## src/rtl/tri_tap_pkg.sv

```systemverilog
// Shared types for the three-tap averager.
// Assumes nothing beyond being compiled before its users.
package tri_tap_pkg;
    // Selects which combination of taps forms the result on the next edge.
    typedef enum logic [2:0] {
        EMIT_NONE = 3'd0,   // no result this edge
        EMIT_HEAD = 3'd1,   // position 0: current and next
        EMIT_MID  = 3'd2,   // interior: previous, current and next
        EMIT_TAIL = 3'd3,   // last position: previous and current
        EMIT_SOLO = 3'd4    // stream of one: current only
    } emit_kind_t;
endpackage

```

## src/rtl/tri_tap_track.sv

```systemverilog
// Position tracker: follows the stream position, captures the length on the
// start marker and decides which result, if any, completes on this edge.
// Assumes stream_len >= 1 whenever smp_start is high with smp_valid.
module tri_tap_track
    import tri_tap_pkg::*;
#(
    parameter int LEN_W = 8
) (
    input  logic             clk,
    input  logic             rst_n,
    input  logic             smp_valid,
    input  logic             smp_start,
    input  logic [LEN_W-1:0] stream_len,
    output logic             take,
    output emit_kind_t       kind
);
    logic [LEN_W-1:0] pos_q, len_q, pos_now, len_now;
    logic             open_q, flush_q, solo_q, is_last;

    // Resolve the position and length that apply to this cycle's sample.
    always_comb begin
        take    = smp_valid && (smp_start || open_q);
        pos_now = smp_start ? '0 : pos_q;
        len_now = smp_start ? stream_len : len_q;
        is_last = (pos_now == len_now - LEN_W'(1));
    end

    // Choose the result completed on this edge; a flush takes priority.
    always_comb begin
        kind = EMIT_NONE;
        if (flush_q)
            kind = solo_q ? EMIT_SOLO : EMIT_TAIL;
        else if (take && pos_now != '0)
            kind = (pos_now == LEN_W'(1)) ? EMIT_HEAD : EMIT_MID;
    end

    // Advance the position, open or close the stream, arm the flush.
    always_ff @(posedge clk) begin
        if (!rst_n) begin
            pos_q   <= '0;
            len_q   <= '0;
            open_q  <= 1'b0;
            flush_q <= 1'b0;
            solo_q  <= 1'b0;
        end else begin
            flush_q <= take && is_last;
            solo_q  <= take && is_last && (pos_now == '0);
            if (take) begin
                pos_q  <= pos_now + LEN_W'(1);
                len_q  <= len_now;
                open_q <= !is_last;
            end
        end
    end


    len_nonzero_chk: assert property (@(posedge clk) disable iff (!rst_n)
        (smp_valid && smp_start) |-> (stream_len != '0));

    pos_bound_chk: assert property (@(posedge clk) disable iff (!rst_n)
        open_q |-> (pos_q < len_q));

    solo_flush_chk: assert property (@(posedge clk) disable iff (!rst_n)
        solo_q |-> flush_q);
endmodule

```

## src/rtl/tri_tap_regs.sv

```systemverilog
// Tap registers: hold the current sample and the one before it.
// Assumes the caller asserts take only for accepted samples.
module tri_tap_regs #(
    parameter int DATA_W = 16
) (
    input  logic              clk,
    input  logic              rst_n,
    input  logic              take,
    input  logic [DATA_W-1:0] smp_data,
    output logic [DATA_W-1:0] prev_q,
    output logic [DATA_W-1:0] cur_q
);
    // Shift the taps by one on every accepted sample.
    always_ff @(posedge clk) begin
        if (!rst_n) begin
            prev_q <= '0;
            cur_q  <= '0;
        end else if (take) begin
            prev_q <= cur_q;
            cur_q  <= smp_data;
        end
    end
endmodule

```

## src/rtl/tri_tap_mix.sv

```systemverilog
// Combiner: forms the truncated mean of the taps chosen by kind.
// Assumes unsigned operands; the sum is two bits wider than a sample.
module tri_tap_mix
    import tri_tap_pkg::*;
#(
    parameter int DATA_W = 16
) (
    input  emit_kind_t        kind,
    input  logic [DATA_W-1:0] prev_q,
    input  logic [DATA_W-1:0] cur_q,
    input  logic [DATA_W-1:0] nxt,
    output logic [DATA_W-1:0] avg
);
    localparam int SUM_W = DATA_W + 2;

    logic [SUM_W-1:0] sum3, head2, tail2, quot;

    // Widened sums and the selected quotient.
    always_comb begin
        sum3  = SUM_W'(prev_q) + SUM_W'(cur_q) + SUM_W'(nxt);
        head2 = SUM_W'(cur_q) + SUM_W'(nxt);
        tail2 = SUM_W'(prev_q) + SUM_W'(cur_q);
        case (kind)
            EMIT_MID:  quot = sum3 / SUM_W'(3);
            EMIT_HEAD: quot = head2 >> 1;
            EMIT_TAIL: quot = tail2 >> 1;
            EMIT_SOLO: quot = SUM_W'(cur_q);
            default:   quot = '0;
        endcase
        avg = quot[DATA_W-1:0];
    end
endmodule

```

## src/rtl/tri_tap_avg.sv

```systemverilog
// Top of the three-tap moving average: tracker, tap registers, combiner and
// a registered output stage. One result per stream position, one accepted
// sample late, with the last result flushed on the following clock.
// Assumes at most one sample per cycle and stream_len >= 1 on each start.
module tri_tap_avg
    import tri_tap_pkg::*;
#(
    parameter int DATA_W = 16,
    parameter int LEN_W  = 8
) (
    input  logic              clk,
    input  logic              rst_n,
    input  logic              smp_valid,
    input  logic              smp_start,
    input  logic [DATA_W-1:0] smp_data,
    input  logic [LEN_W-1:0]  stream_len,
    output logic              avg_valid,
    output logic [DATA_W-1:0] avg_data
);
    logic              take;
    emit_kind_t        kind;
    logic [DATA_W-1:0] prev_q, cur_q, avg;

    tri_tap_track #(.LEN_W(LEN_W)) i_track (
        .clk(clk), .rst_n(rst_n), .smp_valid(smp_valid),
        .smp_start(smp_start), .stream_len(stream_len),
        .take(take), .kind(kind)
    );

    tri_tap_regs #(.DATA_W(DATA_W)) i_regs (
        .clk(clk), .rst_n(rst_n), .take(take), .smp_data(smp_data),
        .prev_q(prev_q), .cur_q(cur_q)
    );

    tri_tap_mix #(.DATA_W(DATA_W)) i_mix (
        .kind(kind), .prev_q(prev_q), .cur_q(cur_q), .nxt(smp_data),
        .avg(avg)
    );

    // Register the result so the output is glitch free.
    always_ff @(posedge clk) begin
        if (!rst_n) begin
            avg_valid <= 1'b0;
            avg_data  <= '0;
        end else begin
            avg_valid <= (kind != EMIT_NONE);
            if (kind != EMIT_NONE)
                avg_data <= avg;
        end
    end


    out_cause_chk: assert property (@(posedge clk) disable iff (!rst_n)
        avg_valid |-> $past(take) || $past(kind == EMIT_TAIL) || $past(kind == EMIT_SOLO));

    flush_emits_chk: assert property (@(posedge clk) disable iff (!rst_n)
        (kind == EMIT_TAIL || kind == EMIT_SOLO) |=> avg_valid);

    start_silent_chk: assert property (@(posedge clk) disable iff (!rst_n)
        (smp_valid && smp_start && kind != EMIT_TAIL && kind != EMIT_SOLO) |=> !avg_valid);
endmodule

```

## config.mk

```make
export PLATFORM = sky130hd
export DESIGN_NAME = tri_tap_avg
export DESIGN_NICKNAME = d
export VERILOG_FILES = /design/src/rtl/tri_tap_pkg.sv /design/src/rtl/tri_tap_track.sv /design/src/rtl/tri_tap_regs.sv /design/src/rtl/tri_tap_mix.sv /design/src/rtl/tri_tap_avg.sv
export SDC_FILE = /design/constraint.sdc
export NUM_CORES = 1
export LEC_CHECK = 0
export ABC_AREA = 0
export BUFFER_PORTS_ARGS = -buffer_cell sky130_fd_sc_hd__buf_4
export CAP_MARGIN = 0
export CORE_MARGIN = 5
export CORE_UTILIZATION = 57
export CTS_BUF_LIST = sky130_fd_sc_hd__clkbuf_16
export CTS_CLUSTER_DIAMETER = 50
export DETAILED_ROUTE_END_ITERATION = 8
export PLACE_DENSITY_LB_ADDON = 0.2
export SLEW_MARGIN = 30
export SYNTH_ARGS = -nofsm -noshare
export SYNTH_HDL_FRONTEND = slang
export SYNTH_SLANG_ARGS = --single-unit
export TNS_END_PERCENT = 5
```

## constraint.sdc

```tcl
create_clock -name clk -period 6.9 [get_ports clk]
set_input_delay 1.38 -clock clk [delete_from_list [all_inputs] [get_ports clk]]
set_output_delay 1.38 -clock clk [all_outputs]
set_load 0.05 [all_outputs]
```

Word level (Yosys, flattened, before mapping) --
Cells that the tools add are included.
Word-level totals: flip-flop bits (word level) 68, input port bits 28, output and inout bits 17, logic and storage cells 37
Cells by class: add/sub/neg operators 5, divide/modulo/power cells 1, equality and inequality tests 6, muxes and demuxes 7, reduce and logical (&&, ||, !) cells 9
Operator list (count):
- 16-bit case mux with 4 select lines | 1
- 16-bit by 16-bit adder with 17-bit output | 2
- 17-bit by 16-bit adder with 18-bit output | 1
- 18-bit by 2-bit divider with 18-bit output, second input constant | 1
- 8-bit two-way mux | 2
- 3-bit two-way mux | 3
- 8-bit by 1-bit adder with 8-bit output, second input constant | 1
- 8-bit by 1-bit == test with 1-bit output, second input constant | 1
- 8-bit == test | 1
- 8-bit logical NOT | 1
- 8-bit nonzero test | 1
- 8-bit by 1-bit subtractor with 8-bit output, second input constant | 1
- 3-bit by 2-bit == test with 1-bit output, second input constant | 2
- 1-bit logical AND | 4
- 3-bit by 1-bit == test with 1-bit output, second input constant | 1
- 3-bit == test, second input constant | 1
- 3-bit nonzero test | 1
- 2-bit two-way mux | 1
- 1-bit logical NOT | 1
- 1-bit logical OR | 1

Logic depth before layout (Yosys ltp) --
depth in word-level cells 7, gate-level depth with buffers 44, gate-level depth less buffers 39

Modules after synthesis --
A second synthesis with hierarchy kept.
Second synthesis, totals: cells, all modules 941, area total of the unflattened synthesis 7493.4 µm²
Modules (own cells, without submodules):
- tri_tap_mix | instances 1, cells an instance 605, area an instance 4232.8 µm², seq. area each 0.0 µm²
- tri_tap_track | instances 1, cells an instance 161, area an instance 1335.0 µm², seq. area each 380.4 µm²
- tri_tap_regs | instances 1, cells an instance 103, area an instance 1243.7 µm², seq. area each 640.6 µm²
- tri_tap_avg | instances 1, cells an instance 72, area an instance 681.9 µm², seq. area each 340.3 µm²

Worst setup path after synthesis --
No wires, ideal clock.
kind flip-flop to flip-flop, from reg i_regs.cur_q[1], to reg avg_data[0], setup time 0.123 ns, arrival 7.454 ns, required time 6.777 ns, slack -0.677 ns, cell stages (with the launch flop) 43, path buffers 4, clock period less this slack 7.577 ns, cell sequence dfxtp_1 > ha_1 > a21o_1 > a21oi_1 > o21bai_1 > a21oi_1 > o21bai_1 > a21oi_1 > o21bai_1 > a21oi_1 > nor2b_1 > o21a_1 > o21ai_0 > nand2b_1 > a21oi_1 > xnor2_1 > ha_1 > buf_2 > [... 7 more ...] > o2111ai_2 > o21a_1 > buf_6 > nand2_1 > o221ai_1 > o22ai_2 > buf_4 > a22oi_1 > o211ai_2 > nor2_1 > mux2_1 > a211oi_1 > o21ai_2 > mux2i_4 > ha_1 > a211oi_1 > o31a_1 > o21ai_1
Between the ends: cells in the longest elaborated chain, start to end 4, elaborated cells between the ends (all ways) 5, those cells by class 3 x add/sub; 1 x div; 1 x mux
Ends and longest elaborated chain:
- from (decl) | line tri_tap_regs.sv:11 | output logic [DATA_W-1:0] cur_q
- from (signal assigned) | line tri_tap_regs.sv:20 | cur_q <= smp_data;
- 16-bit by 16-bit adder with 17-bit output | line tri_tap_mix.sv:20, tri_tap_mix.sv:22
- 17-bit by 16-bit adder with 18-bit output | line tri_tap_mix.sv:20 | sum3 = SUM_W'(prev_q) + SUM_W'(cur_q) + SUM_W'(nxt);
- 18-bit by 2-bit divider with 18-bit output | line tri_tap_mix.sv:24 | EMIT_MID: quot = sum3 / SUM_W'(3);
- 16-bit case mux with 4 select lines * | line tri_tap_mix.sv:23 | case (kind)
- to (signal assigned) | line tri_tap_avg.sv:48 | avg_data <= avg;
- to (decl) | line tri_tap_avg.sv:18 | output logic [DATA_W-1:0] avg_data
Mark *: on every way between the ends. The rest lies on a longest branch, timed or not. A chain may end at the register's enable or synchronous reset.

Worst setup path in the final report --
Same ends and word-level chain as after synthesis.

==> parameters.txt <==
Parameter                              Value

Run status
  Result of the run ... finished with violations
  Failing checks ... setup timing

Timing
  Max transition margin ... 30.2%
  Maximum clock rate ... 136 MHz
  Part of the cycle the worst path needs ... 107%
  Skew final ... between 0.007 and 0.008 ns
  Worst hold margin ... ~0.47 ns
  Unrepaired setup endpoints after global routing ... yes
  PnR worst setup slack ... -0.478 ns
  Final hold violation count ... 0
  Transition time at the pin with the least slew margin ... between 1 and 1.5 ns
  Minimum period implied by the final worst setup slack ... 7.38 ns
  Setup violation total in the final timing report ... 4
  Number of pins with negative max-slew slack in the final report ... 0

Route
  Routed wire per std cell ... 16.1 µm
  First-pass iteration count of the detailed router ... 6
  Per-cell via count in the routed design ... 6.10
  Drt first-iter violations ... roughly 760
  Number of nets with antenna violations after routing ... 0
  DRC violation count after routing ... 0
  Via count of the routed design ... 7,947
  Drt total wl ... 21,000 µm

Power
  VDD IR max ... ~0.21 mV
  Net switching fraction of the power ... 41.4%
  Part of the power in combinational logic ... 60.9%
  Sequential cell fraction of total power ... roughly 18%
  Pwr Density ... 252 nW/µm²
  NetSw ... between 0.0009 and 0.001 W
  Clock Power Share ... a little over a fifth
  Lkg Pwr ... 3.94 nW
  Internal power ... 0.00138 W

Final layout
  Sequential cell area in the final layout ... 1370 µm²
  Final-stage net count ... 1,209
  Area of the multi-input gates ... about 6000 µm²
  Ratio of cells with drive above 1 in the final layout ... 25.0%
  Number of antenna repair diodes ... 0
  FILL cells ... ~1,000
  Number of non-filler instances in the completed layout ... around 1,300
  Area growth syn-to-layout ... 25.7%
  Final non-filler cell area ... between 9000 and 10,000 µm²

Floorplanning
  Die outline width ... 124 µm
  Placeable Area ... 12,700 µm²
  Effective utilization at floorplan ... 58.5%
  Die height ... 124 µm
  Overall die area ... 15,400 µm²
  Num rows ... 41
  Top-level port count ... 45

Global routing
  First-pass GRT wire length ... around 35,000 µm
  Pin count of the biggest net entering global routing ... 68
  Number of global-route vias before repair ... 7,291
  Leftover overflow at the end of global routing ... 0
  Gr usage total ... approximately a quarter
  Initial antenna violation count ... 0

Worst setup path
  Critical path startpoint category ... flop
  Most repeated library cell on the critical path ... sky130_fd_sc_hd__buf_4
  Worst endpoint required time ... 7.12 ns
  Internal reg-to-reg setup slack ... -0.48 ns
  Critical path peak fanout ... 15
  Arrival time of the worst setup path ... 7.60 ns
  Biggest cell delay along the critical path ... 0.56 ns
  Worst path slowest cell ... sky130_fd_sc_hd__or4_4
  Critical setup path kind ... flop to flop
  Worst Setup End Kind ... flop

Logic synthesis
  YS warnings ... 0
  Fraction of registers with async set/reset ... 0%
  Seq cells post-synth ... 68
  Share of the synthesized area in the top cell type ... 18.3%
  Number of enable-type register cells in the synthesized netlist ... 0
  Count of distinct cell types in the synthesized netlist ... 88
  Most common cell in the netlist ... sky130_fd_sc_hd__nand2_1
  Mapped Area ... ~7400 µm²
  Cell taking the most area after synthesis ... sky130_fd_sc_hd__dfxtp_1
  Average footprint of a synthesized cell ... 7.48 µm²
  Syn_nets ... 1,079
  Area contributors post-synth ... sky130_fd_sc_hd__dfxtp_1 18%, sky130_fd_sc_hd__ha_1 8.9%, sky130_fd_sc_hd__nand2_1 7.2%, sky130_fd_sc_hd__xnor2_1 6.4%, sky130_fd_sc_hd__a21boi_0 4.8%
  Cells after Synth ... 995
  Top_reg_cell synth ... sky130_fd_sc_hd__dfxtp_1
  Sequential-to-total area share from yosys stat ... 18.3%
  Synth cell count leaders ... 143 x sky130_fd_sc_hd__nand2_1, 70 x sky130_fd_sc_hd__a21oi_1, 68 x sky130_fd_sc_hd__dfxtp_1

Place
  Instance count after placement with tap cells included ... 1,274
  Quantity of I/O buffers inserted on ports ... 44
  Placed wire-length estimate after detailed placement ... 15,400 µm
  Post-DP Area ... between 8000 and 9000 µm²
  GPL Wtd Cong ... 0.899

Clock tree
  Clock net sink count ... 68
  Register clock-pin slew on the reported worst setup and hold paths ... around 0.060 ns
  H-tree levels ... 3
  Clock buffer depth ... 2
  Clock tree from TritonCTS ... done
  Worst-Skew Late Latency ... 0.34 ns
  CTS Root Cell ... sky130_fd_sc_hd__clkbuf_16
  Number of buffers inserted during clock tree synthesis ... 9

Worst hold path
  Worst hold path type ... flop to flop

Job
  Max-capacitance violation count ... 0
==> placed cells by master (no fill, tap or decap), drive strengths merged, types with 5 or more instances in the layout <==
cell type	instances
a21oi	73
and3	8
o221ai	9
nor2b	11
a21boi	49
buf	177
xnor2	54
o21a	9
a221oi	10
o211a	5
a211oi	14
o21bai	15
nor4	5
clkbuf	9
ha	53
a222oi	9
a22oi	5
nand3	31
o2111ai	5
or4	5
nor3	15
nand4	7
o31ai	6
xor2	15
o22ai	7
a21o	19
mux2i	9
a211o	8
and2	15
nand2b	14
nor2	65
a31oi	11
inv	27
nand2	143
mux2	15
o21ai	65
o211ai	14
dfxtp	68
==> cell type report <==
type                       count  area share (%)
clock inverter                 7            1.06
multi-input combinational    843            64.3
inverter                      26            1.04
tap                          172            2.30
timing repair buffer         177            14.3
clock buffer                   9            2.41
sequential                    68            14.6
==> worst paths after layout <==
| check | startpoint | end | depth (start not counted) |
|---|---|---|---|
| worst max-delay path | i_regs.cur_q[1] | avg_data[0] | 33 |
| worst min-delay path | i_regs.prev_q[14] | i_regs.prev_q[14] | 2 |
| worst max register to register | i_regs.cur_q[1] | avg_data[0] | 33 |
| worst min register to register | i_regs.prev_q[14] | i_regs.prev_q[14] | 2 |
==> sequential cells by signal, indices dropped and copies added (netlist names) <==
name and cells:
i_regs.cur_q 16, i_track.flush_q 1, i_track.pos_q 8, avg_valid 1, i_track.solo_q 1, avg_data 16
i_track.open_q 1, i_track.len_q 8, i_regs.prev_q 16
==> critical path, delay by kind of cell (launching register included) <==
| family | cells | cell delay [ns] |
|---|---|---|
| adder cells (fa/ha/maj) | 3 | 0.97 |
| flip-flops | 1 | 0.35 |
| multiplexers | 1 | 0.17 |
| AO/OA/AOI/OAI | 18 | 3.80 |
| AND/OR/NAND/NOR | 8 | 1.56 |
| buffers and inverters | 3 | 0.38 |
==> cell families (layout without fill, tap and decap cells) <==
logic type / Yosys count / after routing / share of synthesized area (%)
xor+xnor: 69 / 69 / 8.22
buf+inv: 84 / 219 / 4.66
compound gates: 362 / 362 / 34.8
fa+ha+maj: 57 / 57 / 9.85
mux: 24 / 24 / 3.65
simple gates: 331 / 331 / 20.6
flops: 68 / 68 / 18.3
==> power groups by stage <==
stage,logic (W),clock network [W],registers (W)
floorplan,0.000902,0,0.000440
global placement,0.00130,0,0.000427
detailed placement,0.00132,0,0.000428
CTS,0.00139,0.000512,0.000420
global route,0.00157,0.000527,0.000422
finish,0.00144,0.000504,0.000420
==> repair_timing <==
| item | in CTS | in global routing |
|---|---|---|
| buffers inserted | 8 | 4 |
| pin swaps | 24 | 15 |
| gates resized for setup | 19 | 13 |
| endpoints found under the setup margin | 4 | 6 |
| hold buffers | 0 | 0 |
==> layer usage <==
| layer | global-route usage (%) | wire [µm] | up-vias |
|---|---|---|---|
| met3 | 3.22 | 1070 | 46 |
| met5 | 0 | 0 | - |
| met4 | 9.03 | 565 | 0 |
| met1 | 36.2 | 9740 | 3716 |
| met2 | 42.5 | 9590 | 238 |
| li1 | - | - | 3947 |
==> stage by stage <==
step	TNS [ns]	setup WS, ns	utilization (%)	power (W)
floorplan	-0.226	-0.167	-	0.00134
CTS	-0.876	-0.463	72.8	0.00232
global route	-3.08	-0.886	73.5	0.00252
finish	-1.05	-0.478	73.5	0.00236
detailed placement	-1.29	-0.594	68.8	0.00175
global placement	-0.618	-0.353	68.8	0.00173
No activity file was read; power rests on OpenSTA's default activity.
